--- src/rtl/lpad_guard.sv ---
module lpad_guard #(
  parameter int XLEN = 64,
  parameter int CAUSE_W = 8,
  parameter logic [CAUSE_W-1:0] CAUSE_SWCHK = 18,
  parameter logic [XLEN-1:0] TVAL_LPAD = 2
) (
  input  logic               clk,
  input  logic               rst,
  input  logic               trk_en,
  input  logic               ret_valid,
  input  logic [31:0]        ret_insn,
  input  logic [XLEN-1:0]    ret_pc,
  input  logic               ret_ijmp,
  input  logic [4:0]         ret_rs1,
  input  logic [XLEN-1:0]    x7_val,
  output logic               exc_req,
  output logic [CAUSE_W-1:0] exc_cause,
  output logic [XLEN-1:0]    exc_tval
);
  localparam logic [6:0] OP_AUIPC = 7'b0010111;

  logic pend;

  wire        is_pad  = (ret_insn[6:0] == OP_AUIPC) && (ret_insn[11:7] == 5'd0);
  wire [19:0] label   = ret_insn[31:12];
  wire        misal   = |ret_pc[1:0];
  wire        tag_bad = (label != 20'd0) && (label != x7_val[31:12]);
  wire        exempt  = (ret_rs1 == 5'd1) || (ret_rs1 == 5'd5) || (ret_rs1 == 5'd7);
  wire        viol    = !is_pad || misal || tag_bad;

  assign exc_req   = ret_valid && trk_en && pend && viol;
  assign exc_cause = exc_req ? CAUSE_SWCHK : '0;
  assign exc_tval  = exc_req ? TVAL_LPAD : '0;

  always_ff @(posedge clk) begin
    if (rst)            pend <= 1'b0;
    else if (!trk_en)   pend <= 1'b0;
    else if (ret_valid) pend <= ret_ijmp && !exempt && !exc_req;
  end


  exc_with_valid_chk: assert property (@(posedge clk) disable iff (rst)
    exc_req |-> ret_valid);


  exc_needs_en_chk: assert property (@(posedge clk) disable iff (rst)
    exc_req |-> trk_en);


  exc_single_chk: assert property (@(posedge clk) disable iff (rst)
    exc_req |=> !exc_req);


  ret_exempt_chk: assert property (@(posedge clk) disable iff (rst)
    (ret_valid && ret_ijmp && (ret_rs1 == 5'd1 || ret_rs1 == 5'd5)) |=> !exc_req);


  x7_exempt_chk: assert property (@(posedge clk) disable iff (rst)
    (ret_valid && ret_ijmp && ret_rs1 == 5'd7) |=> !exc_req);


  bubble_hold_chk: assert property (@(posedge clk) disable iff (rst)
    (!ret_valid && trk_en) |=> $stable(pend));


  off_clears_chk: assert property (@(posedge clk) disable iff (rst)
    !trk_en |=> !pend);
endmodule

--- config.mk ---
export PLATFORM = sky130hd
export DESIGN_NAME = lpad_guard
export DESIGN_NICKNAME = d
export VERILOG_FILES = /design/src/rtl/lpad_guard.sv
export SDC_FILE = /design/constraint.sdc
export NUM_CORES = 1
export LEC_CHECK = 0
export BUFFER_PORTS_ARGS = -buffer_cell sky130_fd_sc_hd__buf_2
export CAP_MARGIN = 0
export CORE_AREA = 2 2 95 97
export CTS_BUF_LIST = sky130_fd_sc_hd__clkbuf_4
export DETAILED_ROUTE_END_ITERATION = 8
export DIE_AREA = 0 0 97 99
export PLACE_DENSITY = 0.55
export SYNTH_ARGS = -nofsm -noshare
export SYNTH_HDL_FRONTEND = slang
export SYNTH_SLANG_ARGS = --single-unit
--- constraint.sdc ---
create_clock -name clk -period 1.2 [get_ports clk]
set_input_delay 0.06 -clock clk [delete_from_list [all_inputs] [get_ports clk]]
set_output_delay 0.06 -clock clk [all_outputs]
set_load 0.01 [all_outputs]
; ---- Yosys cells after proc, flatten, opt, wreduce, memory -nomap -nowiden
; Cells that the tools add are included.
[word_totals]
elab_cells = 27
regBits = 1
[classes]
muxes = 2
eq_ne = 5
n_reduce_logical = 18
n_bitwise = 1
[ops]
columns = operator, n
row1 = != test 20 bit, 1
row2 = nonzero test 20 bit, 1
row3 = equality test 5 x 3 -> 1 bit (second input constant), 2
row4 = equality test 7 x 5 -> 1 bit (second input constant), 1
row5 = logical AND 1 bit, 7
row6 = equality test 5 x 1 -> 1 bit (second input constant), 1
row7 = logical NOT 5 bit, 1
row8 = two-way mux 5 bit, 1
row9 = logical OR 1 bit, 4
row10 = OR reduction 2 bit, 2
row11 = logical NOT 1 bit, 3
row12 = two-way mux 2 bit, 1
row13 = inverter 1 bit, 1

; ---- Logic depth before layout (Yosys ltp)
[logic_depth]
depth_word = 8
mapped_depth = 6
mapped_depth_nobuf = 5

; ---- Worst setup path after synthesis
; OpenSTA, ideal clock, no wires.
[synth_timing]
path_type = input port to output port
start = input ret_insn[9]
end = output exc_cause[1]
setup_slack_ns = -0.039
required_ns = 1.140
cell_stages = 6
arrival_ns = 1.179
path_buffers = 1
path_cell_list = nor4_1 nand4_1 o311ai_1 a21oi_1 and2_2 buf_4
[synth_between]
elab_chain_cells = 7
[synth_rtl]
columns = element, line_no
row1 = start: declaration, 11  ; input logic [31:0] ret_insn,
row2 = logical NOT 5 bit, 24  ; wire is_pad = (ret_insn[6:0] == OP_AUIPC) && (ret_insn[11:7] == 5'd0);
row3 = logical AND 1 bit, 24
row4 = logical NOT 1 bit, 29  ; wire viol = !is_pad || misal || tag_bad;
row5 = logical OR 1 bit (2 in series), 29
row6 = logical AND 1 bit, 31  ; assign exc_req = ret_valid && trk_en && pend && viol;
row7 = net exc_req, 16  ; output logic exc_req,
row8 = two-way mux 5 bit, 32  ; assign exc_cause = exc_req ? CAUSE_SWCHK : '0;
row9 = end: declaration, 17  ; output logic [CAUSE_W-1:0] exc_cause,
; The timed path passes the listed nets, and every way through them passes these cells.

; ---- Worst setup path after layout
[layout_timing]
start = input ret_insn[27]
end = output exc_req
[layout_between]
elab_chain_cells = 4
[layout_rtl]
columns = element, line_no
row1 = != test 20 bit / nonzero test 20 bit (equally long branches), 27  ; wire tag_bad = (label != 20'd0) && (label != x7_val[31:12]);
row2 = logical AND 1 bit *, 27
row3 = logical OR 1 bit *, 29
row4 = logical AND 1 bit *, 31
row5 = end: declaration, 16
; Every way passes the cells marked *; elsewhere a longest branch is shown, timed or not.

==> reports/results.ini <==
[floorplanning]
rows = 34
core-area_sq_um = 8551
die_height_microns = 99
ios = 243
die_w_microns = 97
start_util = 0.1089
die_area_sq_um = 9603

[global_routing]
grt_usage = 0.04266
grtUsageMet3 = 0.004255
grt_antenna_before_repair = 0
use_met1 = 0.05104
overflow = 0
grt_pass1_vias = 722
grt_pass1_wl_mm = 3.346
grt_max_degree = 5
use_met2 = 0.08654
busiest_layer = met2

[pwr]
power.leakage_nw = 0.6330
finalPower_mw = 0.3984
power_density_nw_per_um2 = 308.9
peakVddDrop_mv = 0.1108

[sta]
rsz0062_at_grt = true
finalWorstSetupSlack_ns = -0.1653
timing.fmax_mhz = 732.5
finalHoldViolations = 0
skew_ns = 0
hold_slack_ns = 0.2487
finalSetupViolCount = 5
maxSlewViolCount = 0
min_period_ns = 1.365
min_period_over_period = 1.138

[layout]
regMostFlops = pend
drive_gt1_frac = 0.4536
layout.cells.non_filler = 302
final_nets = 366
n_fill_cell = 978
largestRegisters = pend: 1 flops
largest_reg_flops = 1
antenna_cells = 0
stdcell_area_sq_um = 1290
syn2layout_area_growth_pct = 38.58

[yosys]
syn-instance-count = 122
yosysWarnings = 0
synth_area_sq_um = 930.9
syn_area_per_cell_sq_um = 7.630
ys_types = 18
synth_seq_cells = 1
synth-seq-area-share = 0.02151

[critical_path]
required_ns = 1.14
path_max_fanout = 4
criticalPathCategory = input port to output pin
start_kind = input port
timing.reg2reg.setup_slack_ns = 0.29
critPathCaptureType = output pin
crit_arrival_ns = 1.31

[routing]
ant_nets = 0
drc = 0
wl_mm = 2.402
routed_via_density = 2.762
dr.pass1.iters = 2
wire_per_inst_microns = 7.954
num_vias = 834
dr.first_iter.drc_count = 9

[clock_tree]
clock_latency_ns = 0
ctsHoldBuffers = 0
clk_pin_slew_ns = 0

[run_status]
run_status = finished, violations left
violations = negative setup slack

[run]
cap_violations = 0

[placement]
dp.cells = 302
hpwl_mm = 2.258
portBuffers = 67
dpl_cell_area_sq_um = 1184
place.gp.congestion = 0.7328

[hold_path]
hold_class = input port to flip-flop

[area by class of cell]
cell class / count / area, sq um / area share
multi-input combinational: 117 / 681.9 / 0.5286
sequential: 1 / 20.02 / 0.01552
tap: 108 / 135.1 / 0.1048
timing repair buffer: 76 / 452.9 / 0.3511
[cell usage in the layout (no fill, tap or decap)]
cell type  Yosys  routed
conb_1         1      69
buf_2          0      59
xnor2_1       20      20
buf_4         72       9
buf_6          0       8
nand4_1        6       6
nor4_2         0       3
nor3_2         0       2
nor2b_1        2       2
nor4b_2        2       2
nor4_1         6       2
nand3_1        2       2
and4bb_2       1       1
nor4_4         0       1
nand2_1        1       1
o311ai_2       0       1
a21oi_2        0       1
and2_4         0       1
nand2b_1       1       1
nor2_1         1       1
a31oi_1        1       1
dfxtp_1        1       1
[Yosys cell counts]
| cell | number | share of area |
|---|---|---|
| a31oi_1 | 1 | 0.0067 |
| conb_1 | 1 | 0.0040 |
| and2_2 | 1 | 0.0081 |
| nor2_1 | 1 | 0.0040 |
| xnor2_1 | 20 | 0.19 |
| dfxtp_1 | 1 | 0.022 |
| nor4_1 | 6 | 0.040 |
| nand4_1 | 6 | 0.040 |
| nor2b_1 | 2 | 0.013 |
| nor4b_2 | 2 | 0.032 |
| nand2_1 | 1 | 0.0040 |
| nand3_1 | 2 | 0.011 |
| a21oi_1 | 1 | 0.0054 |
| buf_4 | 72 | 0.58 |
| o311ai_1 | 1 | 0.0094 |
| nand2b_1 | 1 | 0.0067 |
| and4bb_2 | 1 | 0.013 |
| nor3_1 | 2 | 0.011 |
[cells by family after synthesis]
group / count (synthesis) / synth area share
compound gates: 3 / 0.02151
other cells: 1 / 0.004028
flops: 1 / 0.02151
simple gates: 25 / 0.1841
buf+inv: 72 / 0.5806
xor+xnor: 20 / 0.1882
[worst paths after layout]
path | startpoint | to | cells past startpoint
worst max-delay path | ret_insn[27] | exc_req | 7
worst min-delay path | rst | pend$_SDFFE_PP0P_ | 2
worst max register to register | pend$_SDFFE_PP0P_ | pend$_SDFFE_PP0P_ | 3
worst min register to register | pend$_SDFFE_PP0P_ | pend$_SDFFE_PP0P_ | 3
[timing repair]
| action | in CTS | in global routing |
|---|---|---|
| endpoints found under the setup margin | 5 | 5 |
| pin swaps | 6 | 5 |
| resized for setup | 14 | 4 |
| cloned | 0 | 0 |
| buffers inserted | 0 | 0 |
[metrics by stage]
step           setup TNS, ns    util  worst slack (ns)
2_1_floorplan              0       -          0.008432
3_3_place_gp          -1.401  0.1384           -0.2998
3_5_place_dp          -1.571  0.1384           -0.3308
4_1_cts              -0.9907  0.1478           -0.2250
5_1_grt               -1.220  0.1509           -0.2581
6_report             -0.8075  0.1509           -0.1653
[critical path: stages]
cell and delay, ns:
buf_2 0.11, nor4_1 0.29, nand3_1 0.15, o311ai_2 0.29, a21oi_2 0.10, and2_4 0.18
buf_6 0.12
[per-layer routing]
metal | share of wire | vias up
li1 | - | 408
met2 | 0.54 | 73
met4 | 0 | 0
met1 | 0.35 | 353
met5 | 0 | -
met3 | 0.11 | 0
[report_power, final]
group | leakage [nW] | total, mW | switching (mW) | internal, mW
combinational | 0.625 | 0.362 | 0.200 | 0.162
clock | 0 | 0 | 0 | 0
sequential | 0.00814 | 0.0360 | 0.00103 | 0.0350
(Power assumes the default switching activity.)
